===== src/rtl/nic_cmd_pkg.sv =====
package nic_cmd_pkg;
  localparam int OP_W    = 5;
  localparam int REQ_BIT = 6;

  typedef enum logic [OP_W-1:0] {
    OP_GRESET = 5'd0,
    OP_WINSEL = 5'd1,
    OP_RX_OFF = 5'd3,
    OP_RX_ON  = 5'd4,
    OP_RX_RST = 5'd5,
    OP_TX_RST = 5'd11,
    OP_REQ    = 5'd12,
    OP_ACK    = 5'd13,
    OP_IMASK  = 5'd14,
    OP_RZMASK = 5'd15,
    OP_FILTER = 5'd16
  } nic_op_e;

  typedef struct packed {
    logic greset;
    logic winsel;
    logic rx_off;
    logic rx_on;
    logic busy_start;
    logic req;
    logic ack;
    logic ld_imask;
    logic ld_rzmask;
    logic ld_filter;
  } nic_dec_t;
endpackage


===== src/rtl/nic_cmd_decode.sv =====
module nic_cmd_decode
  import nic_cmd_pkg::*;
(
  input  logic            valid_i,
  input  logic [OP_W-1:0] op_i,
  output nic_dec_t        dec_o
);
  always_comb begin
    dec_o = '0;
    if (valid_i) begin
      case (op_i)
        OP_GRESET: begin dec_o.greset = 1'b1; dec_o.busy_start = 1'b1; end
        OP_WINSEL: dec_o.winsel    = 1'b1;
        OP_RX_OFF: dec_o.rx_off    = 1'b1;
        OP_RX_ON:  dec_o.rx_on     = 1'b1;
        OP_RX_RST: dec_o.busy_start = 1'b1;
        OP_TX_RST: dec_o.busy_start = 1'b1;
        OP_REQ:    dec_o.req       = 1'b1;
        OP_ACK:    dec_o.ack       = 1'b1;
        OP_IMASK:  dec_o.ld_imask  = 1'b1;
        OP_RZMASK: dec_o.ld_rzmask = 1'b1;
        OP_FILTER: dec_o.ld_filter = 1'b1;
        default:   dec_o = '0;
      endcase
    end
  end
endmodule


===== src/rtl/nic_intr_unit.sv =====
module nic_intr_unit #(
  parameter int EVT_W   = 8,
  parameter int REQ_BIT = 6
) (
  input  logic             clk,
  input  logic             rst,
  input  logic             clr_i,
  input  logic [EVT_W-1:0] evt_i,
  input  logic             req_i,
  input  logic             ack_i,
  input  logic             ld_imask_i,
  input  logic             ld_rzmask_i,
  input  logic [EVT_W-1:0] arg_i,
  output logic [EVT_W-1:1] pend_o,
  output logic [EVT_W-1:1] imask_o,
  output logic [EVT_W-1:0] rzmask_o,
  output logic             irq_o,
  output logic [EVT_W-1:0] vis_o
);
  logic [EVT_W-1:1] pend_q, imask_q, set_v, clr_v;
  logic [EVT_W-1:0] rz_q;
  logic             irq_q;
  logic             unused_evt0;

  assign unused_evt0 = evt_i[0];

  always_comb begin
    set_v = evt_i[EVT_W-1:1];
    if (req_i) set_v[REQ_BIT] = 1'b1;
    clr_v = ack_i ? arg_i[EVT_W-1:1] : '0;
  end

  always_ff @(posedge clk) begin
    if (rst || clr_i) begin
      pend_q  <= '0;
      imask_q <= '0;
      rz_q    <= '1;
      irq_q   <= 1'b0;
    end else begin
      pend_q <= (pend_q & ~clr_v) | set_v;
      if (ld_imask_i)  imask_q <= arg_i[EVT_W-1:1];
      if (ld_rzmask_i) rz_q    <= arg_i;
      irq_q <= |(pend_q & imask_q);
    end
  end

  assign pend_o   = pend_q;
  assign imask_o  = imask_q;
  assign rzmask_o = rz_q;
  assign irq_o    = irq_q;
  assign vis_o    = {pend_q, irq_q} & rz_q;
endmodule


===== src/rtl/nic_busy_timer.sv =====
module nic_busy_timer #(
  parameter int BUSY_CYCLES = 8
) (
  input  logic clk,
  input  logic rst,
  input  logic start_i,
  output logic busy_o
);
  localparam int CNT_W = $clog2(BUSY_CYCLES + 1);
  logic [CNT_W-1:0] cnt_q;

  always_ff @(posedge clk) begin
    if (rst)                cnt_q <= '0;
    else if (start_i)       cnt_q <= CNT_W'(BUSY_CYCLES);
    else if (cnt_q != '0)   cnt_q <= cnt_q - 1'b1;
  end

  assign busy_o = (cnt_q != '0);
endmodule


===== src/rtl/nic_cmd_core.sv =====
module nic_cmd_core
  import nic_cmd_pkg::*;
#(
  parameter int CMD_W       = 16,
  parameter int WIN_W       = 3,
  parameter int EVT_W       = 8,
  parameter int FILT_W      = 4,
  parameter int BUSY_CYCLES = 8
) (
  input  logic              clk,
  input  logic              rst,
  input  logic              cmd_valid_i,
  input  logic [CMD_W-1:0]  cmd_word_i,
  input  logic [EVT_W-1:0]  evt_i,
  output logic [WIN_W-1:0]  window_o,
  output logic              rx_en_o,
  output logic [FILT_W-1:0] rx_filter_o,
  output logic              busy_o,
  output logic              irq_o,
  output logic [CMD_W-1:0]  status_o
);
  localparam int ARG_W = CMD_W - OP_W;
  localparam int PAD_W = CMD_W - WIN_W - 1 - EVT_W;

  logic [OP_W-1:0]   op;
  logic [ARG_W-1:0]  arg;
  nic_dec_t          dec;
  logic [WIN_W-1:0]  win_q;
  logic              rx_en_q;
  logic [FILT_W-1:0] filt_q;
  logic [CMD_W-1:0]  status_q;
  logic              busy;
  logic              irq;
  logic [EVT_W-1:1]  pend, imask;
  logic [EVT_W-1:0]  rzmask, vis;
  logic              unused_arg_hi;

  assign op  = cmd_word_i[CMD_W-1 -: OP_W];
  assign arg = cmd_word_i[ARG_W-1:0];
  assign unused_arg_hi = ^arg[ARG_W-1:EVT_W];

  nic_cmd_decode u_dec (
    .valid_i (cmd_valid_i),
    .op_i    (op),
    .dec_o   (dec)
  );

  nic_intr_unit #(.EVT_W(EVT_W), .REQ_BIT(REQ_BIT)) u_intr (
    .clk         (clk),
    .rst         (rst),
    .clr_i       (dec.greset),
    .evt_i       (evt_i),
    .req_i       (dec.req),
    .ack_i       (dec.ack),
    .ld_imask_i  (dec.ld_imask),
    .ld_rzmask_i (dec.ld_rzmask),
    .arg_i       (arg[EVT_W-1:0]),
    .pend_o      (pend),
    .imask_o     (imask),
    .rzmask_o    (rzmask),
    .irq_o       (irq),
    .vis_o       (vis)
  );

  nic_busy_timer #(.BUSY_CYCLES(BUSY_CYCLES)) u_busy (
    .clk     (clk),
    .rst     (rst),
    .start_i (dec.busy_start),
    .busy_o  (busy)
  );

  always_ff @(posedge clk) begin
    if (rst || dec.greset) begin
      win_q   <= '0;
      rx_en_q <= 1'b0;
      filt_q  <= '0;
    end else begin
      if (dec.winsel)    win_q   <= arg[WIN_W-1:0];
      if (dec.rx_on)     rx_en_q <= 1'b1;
      if (dec.rx_off)    rx_en_q <= 1'b0;
      if (dec.ld_filter) filt_q  <= arg[FILT_W-1:0];
    end
  end

  always_ff @(posedge clk) begin
    if (rst) status_q <= '0;
    else     status_q <= {win_q, busy, {PAD_W{1'b0}}, vis};
  end

  assign window_o    = win_q;
  assign rx_en_o     = rx_en_q;
  assign rx_filter_o = filt_q;
  assign busy_o      = busy;
  assign irq_o       = irq;
  assign status_o    = status_q;
endmodule


===== config.mk =====
export PLATFORM = sky130hd
export DESIGN_NAME = nic_cmd_core
export DESIGN_NICKNAME = d
export VERILOG_FILES = /design/src/rtl/nic_cmd_pkg.sv /design/src/rtl/nic_cmd_decode.sv /design/src/rtl/nic_intr_unit.sv /design/src/rtl/nic_busy_timer.sv /design/src/rtl/nic_cmd_core.sv
export SDC_FILE = /design/constraint.sdc
export NUM_CORES = 1
export LEC_CHECK = 0
export BUFFER_PORTS_ARGS = -buffer_cell sky130_fd_sc_hd__buf_2
export CELL_PAD_IN_SITES_DETAIL_PLACEMENT = 1
export CELL_PAD_IN_SITES_GLOBAL_PLACEMENT = 1
export CORE_ASPECT_RATIO = 0.75
export CORE_MARGIN = 10
export CORE_UTILIZATION = 41
export CTS_CLUSTER_DIAMETER = 50
export DETAILED_ROUTE_END_ITERATION = 12
export PLACE_DENSITY = 0.89
export SLEW_MARGIN = 10
export SYNTH_ARGS = -nofsm -noshare
export SYNTH_HDL_FRONTEND = slang
export SYNTH_SLANG_ARGS = --single-unit

===== constraint.sdc =====
create_clock -name clk -period 2.6 [get_ports clk]
set_clock_uncertainty 0.15 [all_clocks]
set_input_delay 0.78 -clock clk [delete_from_list [all_inputs] [get_ports clk]]
set_output_delay 0.78 -clock clk [all_outputs]
set_load 0.05 [all_outputs]

==> results of run 1 <==
kinds of logic after synthesis:
group | Yosys count | share of synthesized area, %
other | 1 | 0.187
xor gates and xnor gates | 3 | 1.31
adders and majority gates | 2 | 1.25
DFF | 47 | 46.8
and+or+nand+nor | 79 | 24.0
muxes | 2 | 1.06
buffers and inverters | 29 | 7.60
AOI/OAI and AO/OA | 63 | 17.7
worst max-delay path, cell delays in order (launching register included):
cell,delay (ns)
dfxtp_1,0.32
inv_1,0.11
ha_1,0.19
nor3b_4,0.32
inv_1,0.08
buf_2,0.22
through the flow:
stage	power, mW	area [um2]
6_report	1.81	2340
5_1_grt	1.90	2340
4_1_cts	1.82	2340
3_5_place_dp	1.28	2230
3_3_place_gp	1.26	2230
2_1_floorplan	1.17	2020
synth_stat cells (2+ instances only):
| cell type | n |
|---|---|
| a211oi_1 | 2 |
| a21oi_1 | 23 |
| a22oi_1 | 2 |
| a31oi_1 | 2 |
| and3b_1 | 2 |
| and4bb_2 | 2 |
| buf_2 | 4 |
| buf_4 | 8 |
| clkbuf_1 | 4 |
| dfxtp_1 | 47 |
| ha_1 | 2 |
| inv_1 | 10 |
| nand2_1 | 7 |
| nand3_1 | 38 |
| nand3b_1 | 2 |
| nand4bb_1 | 3 |
| nor2_1 | 11 |
| nor2b_1 | 3 |
| nor3_1 | 2 |
| o21ai_0 | 28 |
| o41ai_1 | 2 |
| xnor2_1 | 2 |
flip-flops by register name, indices dropped and copies added (netlist names):
name,cells
status_o,12
u_intr.rzmask_o,8
u_intr.imask_o,7
u_intr.pend_o,7
rx_filter_o,4
u_busy.cnt_q,4
window_o,3
rx_en_o,1
u_intr.irq_o,1
cells in the final DEF, fill, tap and decap left out, drive strengths merged, types with 4 or more instances in the layout:
cell	count
nand3	39
buf	48
clkbuf	6
nor2	11
dfxtp	47
a21oi	23
inv	10
o21ai	28
conb	4
nand2	7
power by group:
| part | total, mW | switching [mW] | internal, mW |
|---|---|---|---|
| combinational | 0.446 | 0.283 | 0.164 |
| sequential | 0.810 | 0.0388 | 0.771 |
| clock | 0.550 | 0.239 | 0.311 |
| total | 1.81 | 0.561 | 1.25 |
routing by layer:
layer / vias up / global-route usage (%) / part of all wire [%]
met5: - / 0 / 0
met4: 0 / 4.37 / 0.77
met3: 6 / 4.62 / 9.8
met2: 63 / 22.0 / 44
met1: 857 / 18.7 / 45
li1: 878 / - / -
layout make-up:
class                   count  area [um2]
repair buffers             48         250
clock buffers               6        82.6
well taps                  57        71.3
fillers                   571        2250
inverters                  10        37.5
flip-flops and latches     47         941
clock inverters             2        35.0
multi-input cells         153         927
how the worst max path moves through the flow:
| stage | startpoint | endpoint | slack, ns | depth (start not counted) |
|---|---|---|---|---|
| 2_1_floorplan | u_busy.cnt_q[0] | busy_o | 0.58 | 4 |
| 3_3_place_gp | cmd_word_i[14] | u_intr.rzmask_o[5] | 0.50 | 4 |
| 3_5_place_dp | cmd_word_i[14] | u_intr.imask_o[7] | 0.43 | 4 |
| 4_1_cts | u_busy.cnt_q[0] | busy_o | 0.11 | 5 |
| 5_1_grt | u_busy.cnt_q[0] | busy_o | 0.02 | 5 |
| 6_report | u_busy.cnt_q[0] | busy_o | 0.14 | 5 |
==> metrics.txt, run 1 <==
status completed; sequential area share after synthesis 46.8%; Post-synth EDFFs 0; synth top area cells dfxtp_1 47%, nand3_1 9.5%, o21ai_0 7.0%; antenna violations before repair 0; Worst Hold Depth 2; die footprint a little over 8000 um2; worst min-delay path startpoint u_intr.rzmask_o[5]; Initial Util 43.7%; placed instance count 315; clk sinks 47; Die W slightly above 100 um; register bit total from synthesis 47; hold_ws 0.284 ns; setup violators final 0; cts hold-fix bufs 0; Num CTS Buffers 5; Hold Path Class flop to flop; R2R setup slack between 0.8 and 0.9 ns; detailed-route DRC error count 0; Fmax 0.406 GHz; area delta synth->final 16.7%; WHS Endpoint status_o[5]; first-pass GRT wire length roughly 9500 um; final worst slack approximately 0.14 ns; Ant. Diodes 0; CTS resizes 0; Max FO, Critical Path 5; Layout Cells excl Fill about 320; PwrDens between 700 and 800 nW/um2; area share of the largest cell type after synthesis between 40% and 50%; Tcrit/Tclk final a little over nine tenths; initial drt markers roughly 140; placement-stage worst setup slack 0.428 ns; drt pass-1 iters 4; worst skew pair latency 0.30 ns; Slew Limit Fails 0; clk root buf clkbuf_8; # rows 21; layout cells sized above 1 roughly a quarter; syn avg cell area ~8.9 um2; worst reg2reg path endpoint u_busy.cnt_q[1]; vias per inst 5.59; Clock transition at path regs around 0.08 ns; Max Buffers Root-to-Sink 2; post-synth top area cell dfxtp_1; H-tree depth 2; crit path time final between 2 and 2.5 ns; ys flop type dfxtp_1; max-cap violations 0; maximum number of pins on one net before global-route repair 21; grt total ovfl 0; Leak around 0.97 nW; die height 80.6 um; GRT Total Usage 14.4%; post-CTS setup buffers 0; Wirelength per Cell roughly 17 um; CP Launch Type flop; Synth Instances roughly 230; yosys warns 0; setup_tns 0 ns; CTS tree yes; via count approximately 1.8k; type of element capturing the critical path primary output; worst endpoint required time ~1.7 ns; hpwl dp around 4200 um; DRT antenna net count 0; synth unique cells 42; RSZ-0062 raised after global routing no; GP Congestion approximately 0.8; Port Buffers 44; VDD IR max approximately 0.00062 V; critical path class flop to primary output; DRT Wirelength 5610 um; vias in the first global route around 1.9k; I/O Pins between 50 and 60; synthesized cell area between 2000 and 2500 um2; ys async rst share 0%; Worst slew margin a little over three fifths; endpoints failing hold 0; layout net count between 200 and 300; Tightest Pin Transition ~0.56 ns; r2r startpoint u_busy.cnt_q[0]; final core utilization around 50%; CP arrival 1.53 ns; FF-to-FF path depth 5; Core Area around 4600 um2
No activity file was read; power rests on OpenSTA's default activity.
==> run 2, diff against run 1 <==
Settings changed: CORE_UTILIZATION 41 to 38, PLACE_DENSITY 0.89 to 0.84, TNS_END_PERCENT from default to 30.
Clock period 2.6 ns to 2.7 ns, I/O delays scaled along.
==> metrics.txt, run 2 (synthesis results as in run 1) <==
Worst slew margin 62.4% (-0.36 points); grt total ovfl 0 (unchanged); drt pass-1 iters 4 (unchanged); flip-flop count of the largest register after layout 12 (unchanged); setup violators final 0 (unchanged); post-CTS setup buffers 0 (unchanged); Die W 104 um (+3.1%); RSZ-0062 raised after global routing no; commonest non-fill, non-tap cell in the layout dfxtp_1; commonest cells after routing, fill and taps aside 47 x dfxtp_1, 44 x buf_2, 38 x nand3_1, 28 x o21ai_0, 23 x a21oi_1; Layout Cells excl Fill 337 (+4.3%); Initial Util 40.1% (-3.6 points); Leak 0.950 nW (-1.9%); R2R setup slack 0.97 ns (+0.12 ns); hpwl dp 4180 um (-0.69%); Hold Path Class flop to flop; Core Area 5010 um2 (+9.0%); Max FO, Critical Path 5 (unchanged); r2r startpoint u_busy.cnt_q[0]; Ant. Diodes 0 (unchanged); GP Congestion 0.833 (+4.1%); Critical Path End busy_o; Wirelength per Cell 16.9 um (-2.6%); initial drt markers 110 (-20%); H-tree depth 2 (unchanged); clk sinks 47 (unchanged); type of element capturing the critical path primary output; DRT Wirelength 5700 um (+1.6%); maximum number of pins on one net before global-route repair 21 (unchanged); Tightest Pin Transition 0.563 ns (+0.00543 ns); PwrDens 711 nW/um2 (-7.7%); layout cells sized above 1 24.2% (-0.29 points); worst reg2reg path endpoint u_busy.cnt_q[1]; setup_tns 0 ns (unchanged); vias in the first global route 1869 (-1.7%); max-cap violations 0 (unchanged); critical path class flop to primary output; Max Buffers Root-to-Sink 2 (unchanged); GRT Total Usage 13.0% (-1.3 points); Num CTS Buffers 5 (unchanged); Port Buffers 44 (unchanged); Clock transition at path regs 0.09 ns (about the same); status completed; detailed-route DRC error count 0 (unchanged); FF-to-FF path depth 5 (unchanged); fillers 637 (+12%); Fmax a little over 0.4 GHz; crit path time final 2.47 ns; clk root buf clkbuf_8; DRT antenna net count 0 (unchanged); CTS tree yes; Slew Limit Fails 0 (unchanged); CP Launch Type flop; VDD IR max 0.000288 V (-54%); endpoints failing hold 0 (unchanged); die footprint 8630 um2 (+6.1%); layout net count 293 (-0.34%); I/O Pins 53 (unchanged); via count 1772 (-1.8%); worst endpoint required time 1.74 ns (+0.07 ns); first-pass GRT wire length 9540 um (unchanged); area delta synth->final 16.3%; placed instance count 329 (+4.4%); die height 83.0 um (+2.9%); worst skew pair latency 0.31 ns (about the same); vias per inst 5.26 (-5.9%); # rows 22 (+4.8%); CP Launch Point u_busy.cnt_q[0]; antenna violations before repair 0 (unchanged); CTS resizes 0 (unchanged); cts hold-fix bufs 0 (unchanged); CP arrival 1.51 ns (-0.02 ns); Tcrit/Tclk final roughly nine tenths
## run 2: power by group
part           total (mW)  internal, mW  switching, mW
sequential          0.780         0.743         0.0369
combinational       0.425         0.157          0.269
clock               0.458         0.209          0.249
## run 2: worst min-delay path by stage
stage / to / startpoint / cells after the start / slack (ns)
after floorplan: status_o[0] / u_intr.rzmask_o[0] / 2 / 0.26
after global placement: status_o[6] / u_intr.rzmask_o[6] / 2 / 0.27
after detailed placement: status_o[6] / u_intr.rzmask_o[6] / 2 / 0.27
after CTS: status_o[6] / u_intr.rzmask_o[6] / 2 / 0.28
after global routing: status_o[5] / u_intr.rzmask_o[5] / 2 / 0.31
final: status_o[6] / u_intr.rzmask_o[6] / 2 / 0.28
## run 2: per-stage QoR
| step | power (mW) | setup WS, ns | hold WS, ns | area [um2] | utilization (%) |
|---|---|---|---|---|---|
| floorplan | 1.13 | 0.651 | 0.256 | 2020 | - |
| global placement | 1.21 | 0.445 | 0.267 | 2240 | 44.7 |
| detailed placement | 1.22 | 0.410 | 0.271 | 2240 | 44.7 |
| CTS | 1.68 | 0.209 | 0.284 | 2340 | 46.7 |
| global route | 1.74 | 0.0920 | 0.307 | 2340 | 46.7 |
| finish | 1.66 | 0.229 | 0.279 | 2340 | 46.7 |
## run 2: routing by layer
metal / vias up / routed length [um] / track usage [%]
met3: 7 / 454 / 4.86
li1: 873 / - / -
met4: 0 / 50 / 3.38
met1: 842 / 2670 / 16.7
met5: - / 0 / 0
met2: 50 / 2530 / 20.0
## run 2: area by class of cell
class                      count  area [um2]  area share, %
multi-input combinational    153         927           39.7
clock inverter                 2        16.3          0.696
clock buffer                   6        82.6           3.53
sequential                    47         941           40.3
tap                           72        90.1           3.85
timing repair buffer          47         243           10.4
inverter                      10        37.5           1.61
## run 2: critical path, stage by stage, from the launching register on
cell,delay (ns)
dfxtp_1,0.33
inv_1,0.10
ha_1,0.19
nor3b_4,0.32
inv_1,0.06
buf_2,0.21
==> run 3, diff against run 2 <==
Settings changed: ABC_AREA from default to 1, CORE_UTILIZATION 38 to 37.
==> metrics.txt, run 3 <==
status completed; adder-cell share of the synthesized area 1.27% (+0.023 points); CP arrival 1.40 ns (-0.11 ns); top cells by count, synth 69 x nand2_1, 47 x dfxtp_1, 35 x nand3_1, 25 x inv_1, 21 x nor2_1; GP Congestion 0.780 (-6.3%); grt total ovfl 0 (unchanged); via count 1732 (-2.3%); Clock power frac 28.0% (+0.5 points); endpoints failing hold 0 (unchanged); antenna violations before repair 0 (unchanged); vias in the first global route 1782 (-4.7%); Ant. Diodes 0 (unchanged); sequential area share after synthesis 47.7% (+0.86 points); hpwl dp 4030 um (-3.6%); sequential group share of total power 47.6% (+0.7 points); clk root buf clkbuf_8; main combinational cell family by area after synthesis simple AND/OR/NAND/NOR gates; ys flop type dfxtp_1; hold_ws 0.292 ns (+0.0131 ns); CTS tree yes; GRT Total Usage 12.3% (-0.70 points); commonest non-fill, non-tap cell in the layout nand2_1; maximum number of pins on one net before global-route repair 25 (+19%); clk sinks 47 (unchanged); RSZ-0062 raised after global routing no; Multi-input gate area 843 um2 (-9.0%); synth unique cells 24 (-43%); post-synth top area cell dfxtp_1; count leader, synth nand2_1; Post-Synth XOR/XNOR Area 1.33% (+0.024 points); DRT Wirelength 5230 um (-8.2%); vias per inst 4.63 (-12%); Hold Path Class flop to flop; Post-synth EDFFs 0 (unchanged); CTS resizes 0 (unchanged); setup_tns 0 ns (unchanged); syn avg cell area 7.71 um2 (-13%); register bit total from synthesis 47 (unchanged); Max FO, Critical Path 5 (unchanged); drt pass-1 iters 4 (unchanged); CP top delay family buffers and inverters; crit path time final 2.36 ns (-0.110 ns); Layout Cells excl Fill 374 (+11%); area delta synth->final 17.3%; critical path class flop to primary output; Post-DP Area 2220 um2 (-1.0%); Sw Share 34.7% (+1.3 points); worst path cell trace inv_1, ha_1, nand2_1, buf_2; Compound-Gate Fraction of Synth Area 7.42% (-10 points); flip-flop count of the largest register after layout 12 (unchanged); synthesized cell area 1970 um2 (-1.8%); Int Pwr 1.07 mW (-3.5%); Tcrit/Tclk final 87.4% (-4.1 points); Num CTS Buffers 5 (unchanged); Wirelength per Cell 14.0 um (-17%); Clock transition at path regs 0.09 ns (about the same); max-cap violations 0 (unchanged); synth top area cells dfxtp_1 48%, nand2_1 13%, nand3_1 8.9%; setup violators final 0 (unchanged); DRT antenna net count 0 (unchanged); # rows 22 (unchanged); Initial Util 39.2% (-0.94 points); Post-Layout Inst Area 2310 um2 (-0.96%); final core utilization 46.0% (-0.70 points); post-CTS setup buffers 0 (unchanged); PwrDens 707 nW/um2 (-0.57%); fillers 663 (+4.1%); worst endpoint required time 1.74 ns (about the same); die height 83.2 um (+0.32%); ys async rst share 0% (unchanged); type of element capturing the critical path primary output; first-pass GRT wire length 8940 um (-6.3%); Slew Limit Fails 0 (unchanged); worst skew pair latency 0.31 ns (about the same); initial drt markers 77 (-30%); CP max stage cell dfxtp_1; layout cells sized above 1 25.5% (+1.3 points); Port Buffers 44 (unchanged); Reg area 941 um2 (unchanged); Max Buffers Root-to-Sink 2 (unchanged); CP Launch Type flop; area share of the largest cell type after synthesis 47.7% (+0.86 points); Comb pwr share 24.4% (-1.2 points); VDD IR max 0.000212 V (-27%); Synth Instances 256 (+13%); placed instance count 366 (+11%); I/O Pins 53 (unchanged); commonest cells after routing, fill and taps aside 69 x nand2_1, 47 x dfxtp_1, 44 x buf_2, 35 x nand3_1, 25 x inv_1; Fmax 0.424 GHz (+4.7%); Psw 568 uW (+2.4%); yosys warns 0 (unchanged); H-tree depth 2 (unchanged); worst path buffer plus inverter count 2 (-1); Leak 1.13 nW (+19%); Die W 104 um (+0.35%); detailed-route DRC error count 0 (unchanged); Core Area 5040 um2 (+0.55%); mux cell area share after synthesis 0% (-1.1 points); layout net count 330 (+13%); simple-gate share of the synthesized area 32.0% (+7.9 points); cts hold-fix bufs 0 (unchanged); CP peak stage delay 0.35 ns (+0.02 ns); die footprint 8680 um2 (+0.67%)
## run 3: changes by cell type after synthesis, sizes merged, moves of 3 or more
cell and delta:
clkbuf -4, nand3 -4, nor2 +15, buf -6
nand2 +68, o21ai -26, nor2b -3, inv +21
nand4bb -3
## run 3: power by group through the flow
stage | Sequential [mW] | Combinational [mW] | Clock [mW]
after global routing | 0.785 | 0.447 | 0.507
after global placement | 0.793 | 0.391 | 0
after detailed placement | 0.796 | 0.404 | 0
after floorplan | 0.832 | 0.271 | 0
after CTS | 0.779 | 0.406 | 0.474
final | 0.779 | 0.399 | 0.459
## run 3: metrics by stage
step	power [mW]	worst slack (ns)
after floorplan	1.10	0.759
after global placement	1.18	0.591
after detailed placement	1.20	0.567
after CTS	1.66	0.313
after global routing	1.74	0.244
final	1.64	0.340
## run 3: worst register-to-register path: cells and delay by family (launching register included)
family	cells	cell delay (ns)
buf+inv	3	0.22
flops	1	0.35
simple gates	2	0.25
compound gates	1	0.15
fa+ha+maj	1	0.19
## run 3: cells by family after synthesis
| kind of cell | count (synthesis) |
|---|---|
| and+or+nand+nor | 138 |
| DFF | 47 |
| buffers and inverters | 41 |
| xor gates and xnor gates | 3 |
| adders and majority gates | 2 |
| AOI/OAI and AO/OA | 24 |
| other | 1 |
## run 3: final timing paths
path	startpoint	end	slack, ns	cells after the start
setup / recovery	u_busy.cnt_q[0]	busy_o	0.34	4
hold / removal	u_intr.rzmask_o[5]	status_o[5]	0.29	2
setup reg to reg	u_busy.cnt_q[0]	u_busy.cnt_q[1]	1.34	7
hold reg to reg	u_intr.rzmask_o[5]	status_o[5]	0.29	2
## run 3: final cells by class
type                    instances  share of cell area, %
flip-flops and latches         47                   40.6
well taps                      72                   3.89
clock buffers                   6                   3.57
inverters                      32                   5.24
multi-input cells             171                   36.4
clock inverters                 2                  0.703
repair buffers                 44                   9.51
## run 3: per-layer routing
layer  track usage [%]  vias to the layer above  part of all wire, %
li1                  -                      877                    -
met1              16.3                      814                   49
met2              17.9                       36                   43
met3              4.40                        5                  6.0
met4              4.51                        0                  1.1
met5                 0                        -                    0
